**config.mk**
```make
export PLATFORM = sky130hd
export DESIGN_NAME = irq_cause_agg
export DESIGN_NICKNAME = d
export VERILOG_FILES = /design/src/rtl/irq_cause_agg_pkg.sv /design/src/rtl/irq_cause_group.sv /design/src/rtl/irq_summary.sv /design/src/rtl/irq_cause_agg.sv
export SDC_FILE = /design/constraint.sdc
export NUM_CORES = 1
export LEC_CHECK = 0
export ABC_AREA = 1
export BUFFER_PORTS_ARGS = -buffer_cell sky130_fd_sc_hd__buf_2
export CORE_MARGIN = 2
export CORE_UTILIZATION = 50
export CTS_CLUSTER_SIZE = 12
export DETAILED_ROUTE_END_ITERATION = 12
export PLACE_DENSITY = 0.8
export SYNTH_ARGS = -nofsm -noshare
export SYNTH_HDL_FRONTEND = slang
export SYNTH_SLANG_ARGS = --single-unit
```
**constraint.sdc**
```tcl
create_clock -name clk -period 1.6 [get_ports clk]
set_clock_uncertainty 0.1 [all_clocks]
set_input_delay 0.08 -clock clk [delete_from_list [all_inputs] [get_ports clk]]
set_output_delay 0.08 -clock clk [all_outputs]
set_load 0.01 [all_outputs]
```
**src/rtl/irq_cause_agg_pkg.sv**
```systemverilog
package irq_cause_agg_pkg;
    localparam logic [2:0] OFF_CAUSE = 3'd0;
    localparam logic [2:0] OFF_MSET  = 3'd1;
    localparam logic [2:0] OFF_MCLR  = 3'd2;
    localparam logic [2:0] OFF_MODE  = 3'd3;
    localparam logic [2:0] OFF_VIEW  = 3'd4;
    localparam int unsigned GRP_STRIDE  = 8;
    localparam int unsigned SUMMARY_WORD = 24;
    localparam int unsigned SMASK_WORD   = 25;
endpackage

```
**src/rtl/irq_cause_group.sv**
```systemverilog
module irq_cause_group #(
    parameter int DW = 32
) (
    input  logic          clk,
    input  logic          rst_n,
    input  logic          wr_cause,
    input  logic          wr_mset,
    input  logic          wr_mclr,
    input  logic          wr_mode,
    input  logic          rd_cause,
    input  logic [DW-1:0] wdata,
    input  logic [DW-1:0] evt,
    output logic [DW-1:0] cause_o,
    output logic [DW-1:0] mask_o,
    output logic [DW-1:0] mode_o,
    output logic [DW-1:0] view_o
);
    typedef struct packed {
        logic [DW-1:0] cause;
        logic [DW-1:0] mask;
        logic [DW-1:0] mode;
    } grp_st_t;

    grp_st_t st_d, st_q;
    logic [DW-1:0] clr_d;

    always_comb begin
        st_d  = st_q;
        clr_d = '0;
        // write-to-clear only touches bits in mode 0
        if (wr_cause) clr_d = clr_d | (wdata & ~st_q.mode);
        // read-to-clear only touches bits in mode 1
        if (rd_cause) clr_d = clr_d | st_q.mode;
        // a fresh event overrides any clear
        st_d.cause = (st_q.cause & ~clr_d) | evt;
        if (wr_mset) st_d.mask = st_q.mask | wdata;
        if (wr_mclr) st_d.mask = st_q.mask & ~wdata;
        if (wr_mode) st_d.mode = wdata;
    end

    always_ff @(posedge clk) begin
        if (!rst_n) begin
            st_q.cause <= '0;
            st_q.mask  <= '1;
            st_q.mode  <= '0;
        end else begin
            st_q <= st_d;
        end
    end

    assign cause_o = st_q.cause;
    assign mask_o  = st_q.mask;
    assign mode_o  = st_q.mode;
    assign view_o  = st_q.cause & ~st_q.mask;
endmodule

```
**src/rtl/irq_summary.sv**
```systemverilog
module irq_summary #(
    parameter int NG = 3,
    parameter int DW = 32
) (
    input  logic          clk,
    input  logic          rst_n,
    input  logic [NG-1:0] pend,
    input  logic          rd_summary,
    input  logic          wr_smask,
    input  logic [DW-1:0] wdata,
    output logic [NG-1:0] summary_o,
    output logic [DW-1:0] smask_o,
    output logic          irq
);
    typedef struct packed {
        logic [NG-1:0] summary;
        logic [DW-1:0] smask;
    } sum_st_t;

    sum_st_t st_d, st_q;

    always_comb begin
        st_d = st_q;
        // clear on read, but a still-pending group sets its bit again
        st_d.summary = (rd_summary ? '0 : st_q.summary) | pend;
        if (wr_smask) st_d.smask = wdata;
    end

    always_ff @(posedge clk) begin
        if (!rst_n) begin
            st_q.summary <= '0;
            st_q.smask   <= '1;
        end else begin
            st_q <= st_d;
        end
    end

    assign summary_o = st_q.summary;
    assign smask_o   = st_q.smask;
    assign irq       = |(st_q.summary & ~st_q.smask[NG-1:0]);
endmodule

```
**src/rtl/irq_cause_agg.sv**
```systemverilog
module irq_cause_agg
    import irq_cause_agg_pkg::*;
#(
    parameter int DW = 32,
    parameter int AW = 5
) (
    input  logic          clk,
    input  logic          rst_n,
    input  logic          wr_en,
    input  logic          rd_en,
    input  logic [AW-1:0] addr,
    input  logic [DW-1:0] wdata,
    output logic [DW-1:0] rdata,
    input  logic [DW-1:0] rx_evt,
    input  logic [DW-1:0] tx_evt,
    input  logic [DW-1:0] misc_evt,
    output logic          irq
);
    localparam int NG = 3;

    typedef struct packed {
        logic [DW-1:0] rdata;
    } top_st_t;

    top_st_t st_d, st_q;

    logic [NG-1:0][DW-1:0] evt_w;
    logic [NG-1:0][DW-1:0] cause_w;
    logic [NG-1:0][DW-1:0] mask_w;
    logic [NG-1:0][DW-1:0] mode_w;
    logic [NG-1:0][DW-1:0] view_w;
    logic [NG-1:0]         hit_w;
    logic [NG-1:0]         pend_w;
    logic [NG-1:0]         summary_w;
    logic [DW-1:0]         smask_w;
    logic [2:0]            off_w;
    logic                  sum_hit_w;
    logic                  smask_hit_w;

    assign evt_w[0]    = rx_evt;
    assign evt_w[1]    = tx_evt;
    assign evt_w[2]    = misc_evt;
    assign off_w       = addr[2:0];
    assign sum_hit_w   = (addr == AW'(SUMMARY_WORD));
    assign smask_hit_w = (addr == AW'(SMASK_WORD));

    for (genvar g = 0; g < NG; g++) begin : g_grp
        assign hit_w[g]  = (addr[AW-1:3] == (AW-3)'(g));
        assign pend_w[g] = |view_w[g];

        irq_cause_group #(.DW(DW)) u_grp (
            .clk      (clk),
            .rst_n    (rst_n),
            .wr_cause (wr_en && hit_w[g] && off_w == OFF_CAUSE),
            .wr_mset  (wr_en && hit_w[g] && off_w == OFF_MSET),
            .wr_mclr  (wr_en && hit_w[g] && off_w == OFF_MCLR),
            .wr_mode  (wr_en && hit_w[g] && off_w == OFF_MODE),
            .rd_cause (rd_en && hit_w[g] && off_w == OFF_CAUSE),
            .wdata    (wdata),
            .evt      (evt_w[g]),
            .cause_o  (cause_w[g]),
            .mask_o   (mask_w[g]),
            .mode_o   (mode_w[g]),
            .view_o   (view_w[g])
        );
    end

    irq_summary #(.NG(NG), .DW(DW)) u_sum (
        .clk        (clk),
        .rst_n      (rst_n),
        .pend       (pend_w),
        .rd_summary (rd_en && sum_hit_w),
        .wr_smask   (wr_en && smask_hit_w),
        .wdata      (wdata),
        .summary_o  (summary_w),
        .smask_o    (smask_w),
        .irq        (irq)
    );

    always_comb begin
        st_d.rdata = '0;
        if (rd_en) begin
            for (int g = 0; g < NG; g++) begin
                if (hit_w[g]) begin
                    case (off_w)
                        OFF_CAUSE: st_d.rdata = cause_w[g];
                        OFF_MSET:  st_d.rdata = mask_w[g];
                        OFF_MODE:  st_d.rdata = mode_w[g];
                        OFF_VIEW:  st_d.rdata = view_w[g];
                        default:   st_d.rdata = '0;
                    endcase
                end
            end
            if (sum_hit_w)   st_d.rdata = {{(DW-NG){1'b0}}, summary_w};
            if (smask_hit_w) st_d.rdata = smask_w;
        end
    end

    always_ff @(posedge clk) begin
        if (!rst_n) st_q.rdata <= '0;
        else        st_q <= st_d;
    end

    assign rdata = st_q.rdata;
endmodule

```
==> out/metrics.csv, run 1 <==
metric;value;unit
largest net degree at the start of global routing;74;
synthesis-to-finish area growth;29.1;%
clock root buffer;clkbuf_16;
Post-Syn Instances;2792;
Worst-path clk slew;0.06;ns
register area share after synthesis;0.396;
maximum vdd drop;0.942;mV
First DRT Iteration DRCs;2921;
Avg Cell Area, Syn;6.43;um2
pre-CTS WS;-0.176;ns
initial antenna violation count;3;
critical path fanouts, max;3;
final worst slack;0.0182;ns
CP Data Arrival Time;1.94;ns
Port-buffer cells;169;
hold crit path type;in2reg;
vias in the first global route;20800;
core area;35500;um2
DRC;0;
Setup CP Type;reg2reg;
Slew Limit Fails;0;
DPL Wire Length;47.2;mm
Total GRT Usage;0.376;
first drt pass iteration count;7;
Synth cell types;26;
# H-tree levels;2;
fin crit share;0.989;
# placed instances;3407;
Max-Cap Viols;0;
via/cell ratio;5.93;
mapped cell area;18000;um2
clk sinks;355;
Crit. End Element;flop;
Worst-Margin Slew;0.470;ns
Cell Rows;69;
share of the synthesized area in the top cell type;0.396;
WL per Instance;20.2;um
FF+latch count, synth;355;
DRT Wirelength;72.9;mm
syn nets;2929;
Worst slew margin;0.687;
fin nets;3262;
worst skew pair latency;0.57;ns
Die Wd;194;um
Num CTS Buffers;39;
WP data required;1.96;ns
Vias;21500;
final number of setup-violating endpoints;0;
Starting Density;0.506;
prevailing post-synth register cell;dfxtp_1;
total power;21.1;mW
PwrDens;908;nW/um2
YS warnings;0;
Synth area leader;dfxtp_1;
first-pass GRT wire length;112;mm
final hold vios;0;
post-layout util;0.653;
fmax;0.632;GHz
layout cell share with drive strength beyond 1;0.137;
post-route ant nets;0;
Die Y;194;um
GRT overflow;0;
Synth area leaders;dfxtp_1 40%, nand2_1 13%, nand3_1 12%;
final critical-path required period;1.58;ns
most common library cells after synthesis;605 x nand2_1, 433 x nand3_1, 355 x dfxtp_1;
fin cells;3616;
RSZ-0062 raised after global routing;yes;
FFs w/ async S/R, synth;0;
status;finished clean;
CP Launch Type;flop;
most frequent cell after synthesis;nand2_1;
routability cong.;0.983;
Die ar.;37500;um2
TNS Setup;0;ns
EDFF count, synth;0;
Leak Pwr;10.8;nW
Clock Tree Buf Depth;3;
num ports;170;
CTS tree;built;
-- kinds of logic after synthesis --
logic type             count (synthesis)  synth area share
AOI/OAI and AO/OA                    567             0.170
and+or+nand+nor                     1373             0.327
buffers and inverters                497             0.108
DFF                                  355             0.396
-- worst max-delay path, cell delays in order (launching register included) --
cell and delay, ns:
dfxtp_1 0.36, inv_1 0.07, nand2_1 0.10, nand2_1 0.06, nor2_1 0.23, nand4_1 0.23
nor2_1 0.16, nand3_1 0.07, nand2_1 0.06, inv_1 0.04
-- what timing repair did --
| item | CTS | global route |
|---|---|---|
| gates resized for setup | 2 | 31 |
| gates cloned | 0 | 1 |
| setup endpoints to repair | 1 | 6 |
| setup buffers | 0 | 4 |
| pin swaps | 0 | 15 |
| endpoints found under the hold margin | 322 | 0 |
| hold buffers | 133 | 0 |
-- power breakdown --
part / switching [mW] / internal (mW) / total, mW
logic: 1.64 / 1.04 / 2.69
registers: 0.223 / 9.13 / 9.35
clock network: 3.77 / 5.25 / 9.02
-- metrics by stage --
| stage | area [um2] | hold slack [ns] |
|---|---|---|
| floorplan | 18000 | 0.110 |
| global placement | 20400 | 0.220 |
| detailed placement | 20400 | 0.224 |
| CTS | 23000 | 0.0177 |
| global route | 23200 | 0.0472 |
| finish | 23200 | 0.0358 |
-- path summary, 6_finish.rpt --
kind / from / end / slack [ns] / cells past startpoint
setup / recovery: flop / u_sum.summary_o[2]$_SDFF_PN0_ / 0.02 / 9
hold / removal: rd_en / rdata[28]$_SDFF_PN0_ / 0.04 / 4
setup reg to reg: flop / u_sum.summary_o[2]$_SDFF_PN0_ / 0.02 / 9
hold reg to reg: u_sum.smask_o[20]$_SDFFE_PN1P_ / rdata[20]$_SDFF_PN0_ / 0.37 / 2
-- cells in the final DEF (no fill, tap or decap), drive strengths merged, types with 5 or more instances in the layout --
cell / netlist / routed
nand4: 49 / 49
o21ai: 234 / 234
o22ai: 5 / 5
o2111ai: 6 / 6
a21oi: 253 / 253
dlygate4sd3: 0 / 132
o21bai: 12 / 12
clkinv: 6 / 13
nand3: 436 / 436
o211ai: 53 / 53
buf: 63 / 328
nand2: 605 / 605
inv: 321 / 321
dfxtp: 355 / 355
nor2: 277 / 277
clkbuf: 107 / 61
-- routing by layer --
metal  track usage  vias to the layer above  wire, um
li1              -                     9812         -
met1         0.460                     9700     26200
met2         0.591                     1559     31900
met3        0.0877                      386      9500
met4         0.254                        2      5250
met5             0                        -        30
-- layout make-up --
class,count,area [um2]
Antenna cell,3,7.51
Clock buffer,60,1190
Clock inverter,8,65.1
Fill cell,2923,12300
Inverter,327,1230
Multi-Input combinational cell,1940,9070
Sequential cell,355,7110
Tap cell,461,577
Timing Repair Buffer,462,3930
No activity file was read; power rests on OpenSTA's default activity.
==> run 2, diff against run 1 <==
--- a/config.mk
+++ b/config.mk
@@ -11,7 +11,8 @@
 export CORE_UTILIZATION = 50
 export CTS_CLUSTER_SIZE = 12
 export DETAILED_ROUTE_END_ITERATION = 12
-export PLACE_DENSITY = 0.8
+export GPL_TIMING_DRIVEN = 1
+export PLACE_DENSITY = 0.69
 export SYNTH_ARGS = -nofsm -noshare
 export SYNTH_HDL_FRONTEND = slang
 export SYNTH_SLANG_ARGS = --single-unit
==> constraint.sdc (replaced) <==
create_clock -name clk -period 1.65 [get_ports clk]
set_clock_uncertainty 0.1 [all_clocks]
set_input_delay 0.0825 -clock clk [delete_from_list [all_inputs] [get_ports clk]]
set_output_delay 0.0825 -clock clk [all_outputs]
set_load 0.01 [all_outputs]
==> run 2 against run 1 <==
Design area fell by 1.9%; clock-buffer cell count down 2; via count is 3.6% lower; first-iteration DRC count is 24% lower; register-to-register slack is essentially flat; total power fell by 1.3%; flip-flop and latch count is the same.
==> out/metrics.csv, run 2 (synthesized netlist as in run 1, its figures left out) <==
metric;value;unit;change
status;finished clean;;
Num CTS Buffers;40;;+2.6%
Port-buffer cells;169;;unchanged
Post-CTS Setup Inserts;0;;unchanged
fin nets;3233;;-0.89%
worst hold margin;0.0874;ns;+0.0516 ns
Worst-Margin Slew;0.843;ns;+0.373 ns
Hold Startpoint;addr[4];;
Starting Density;0.506;;unchanged
Die Wd;194;um;unchanged
critical path fanouts, max;3;;unchanged
Vias;20700;;-3.6%
CTS tree;built;;
hold crit path type;in2reg;;
sequential share of power;0.436;;-0.008
via/cell ratio;5.77;;-2.7%
core area;35500;um2;unchanged
post-layout util;0.641;;-0.0123
worst skew pair latency;0.57;ns;about the same
clock root buffer;clkbuf_16;;
clk sinks;355;;unchanged
first drt pass iteration count;6;;-1
num ports;170;;unchanged
CP Launch Type;flop;;
DPL Wire Length;45.7;mm;-3.2%
met3 GRT Util;0.0612;;-0.0265
Die Y;194;um;unchanged
first-pass GRT wire length;109;mm;-2.9%
maximum vdd drop;0.960;mV;+1.9%
Most Used Layer, Global Route;met2;;
Total GRT Usage;0.367;;-0.00976
most frequent cells in the layout;605 x nand2_1, 433 x nand3_1, 354 x dfxtp_1;;
Comb pwr share;0.119;;-0.009
P_sw;5.43;mW;-3.7%
final hold vios;0;;unchanged
vias in the first global route;19400;;-6.4%
WP data required;2.01;ns;+0.05 ns
M2 GR Usage;0.588;;-0.00304
DRT Wirelength;70.3;mm;-3.7%
Cell Rows;69;;unchanged
met1 Track Usage GR;0.482;;+0.0228
PwrDens;914;nW/um2;+0.59%
RSZ-0062 raised after global routing;no;;
synthesis-to-finish area growth;26.6;%;
Slew Limit Fails;0;;unchanged
Leak Pwr;10.6;nW;-2.0%
internal power;15.4;mW;-0.44%
routability cong.;0.955;;-2.8%
DRC;0;;unchanged
post-route ant nets;0;;unchanged
largest net degree at the start of global routing;101;;+36%
Worst-path clk slew;0.06;ns;about the same
WL per Instance;19.6;um;-2.8%
Die ar.;37500;um2;unchanged
Crit. End Element;flop;;
initial antenna violation count;0;;-3
Clock Tree Buf Depth;3;;unchanged
# H-tree levels;2;;unchanged
fmax;0.616;GHz;-2.6%
total power;20.8;mW;-1.3%
First DRT Iteration DRCs;2232;;-24%
CP Data Arrival Time;1.99;ns;+0.05 ns
Worst slew margin;0.438;;-0.249
Max-Cap Viols;0;;unchanged
# fillers;3175;;+8.6%
GRT overflow;0;;unchanged
final number of setup-violating endpoints;0;;unchanged
layout cell share with drive strength beyond 1;0.126;;-0.0109
sw frac;0.261;;-0.00639
Setup CP Type;reg2reg;;
fin crit share;0.984;;-0.00422
Clock power frac;0.445;;+0.017
ant diodes;0;;-3
r2r setup slk;0.03;ns;about the same
commonest non-fill, non-tap cell in the layout;nand2_1;;
final critical-path required period;1.62;ns;+0.0425 ns
run 2: layout make-up:
cell class                      instances  area (um2)  area share
Clock inverter                         11         158     0.00693
Multi-Input combinational cell       1940        9000       0.396
Inverter                              327        1230      0.0540
Timing Repair Buffer                  432        3490       0.154
Sequential cell                       355        7110       0.312
Tap cell                              461         577      0.0254
Clock buffer                           58        1180      0.0519
run 2: timing repair:
| action | in CTS | in global routing |
|---|---|---|
| endpoints found under the hold margin | 323 | 0 |
| endpoints found under the setup margin | 0 | 4 |
| gates resized for setup | 0 | 6 |
| hold buffers | 131 | 0 |
run 2: worst paths after layout:
check,to,cells past startpoint
hold reg to reg,rdata[13]$_SDFF_PN0_,2
setup reg to reg,u_sum.summary_o[2]$_SDFF_PN0_,9
setup / recovery,u_sum.summary_o[2]$_SDFF_PN0_,9
hold / removal,flop,5
run 2: critical path, cell delays in order (launching register included):
cell     delay, ns
dfxtp_1       0.34
inv_1         0.05
nand2_1       0.11
nand2_1       0.08
nor2_1        0.25
nand4_1       0.25
nor2_1        0.16
nand3_1       0.08
nand2_1       0.07
inv_1         0.04
run 2: layer usage:
metal	wire length [um]	part of all wire
met2	31400	0.45
met5	0	0
met1	27700	0.39
met3	7590	0.11
met4	3520	0.050
run 2: stage by stage:
stage               cell area [um2]  std cells  worst slack [ns]  TNS [ns]
floorplan                     18000       2792             0.207         0
global placement              20100       3384            -0.132     -8.52
detailed placement            20100       3384            -0.155    -16.92
CTS                           22700       3584            0.0303         0
global route                  22700       3584           0.00605         0
finish                        22700       3584            0.0257         0
run 2: power groups by stage:
| stage | clock, mW | combinational, mW | sequential, mW |
|---|---|---|---|
| 2_1_floorplan | 0 | 1.16 | 9.19 |
| 3_3_place_gp | 0 | 2.13 | 9.23 |
| 3_5_place_dp | 0 | 2.16 | 9.24 |
| 4_1_cts | 9.29 | 2.40 | 9.05 |
| 5_1_grt | 9.65 | 2.67 | 9.09 |
| 6_report | 9.25 | 2.48 | 9.06 |
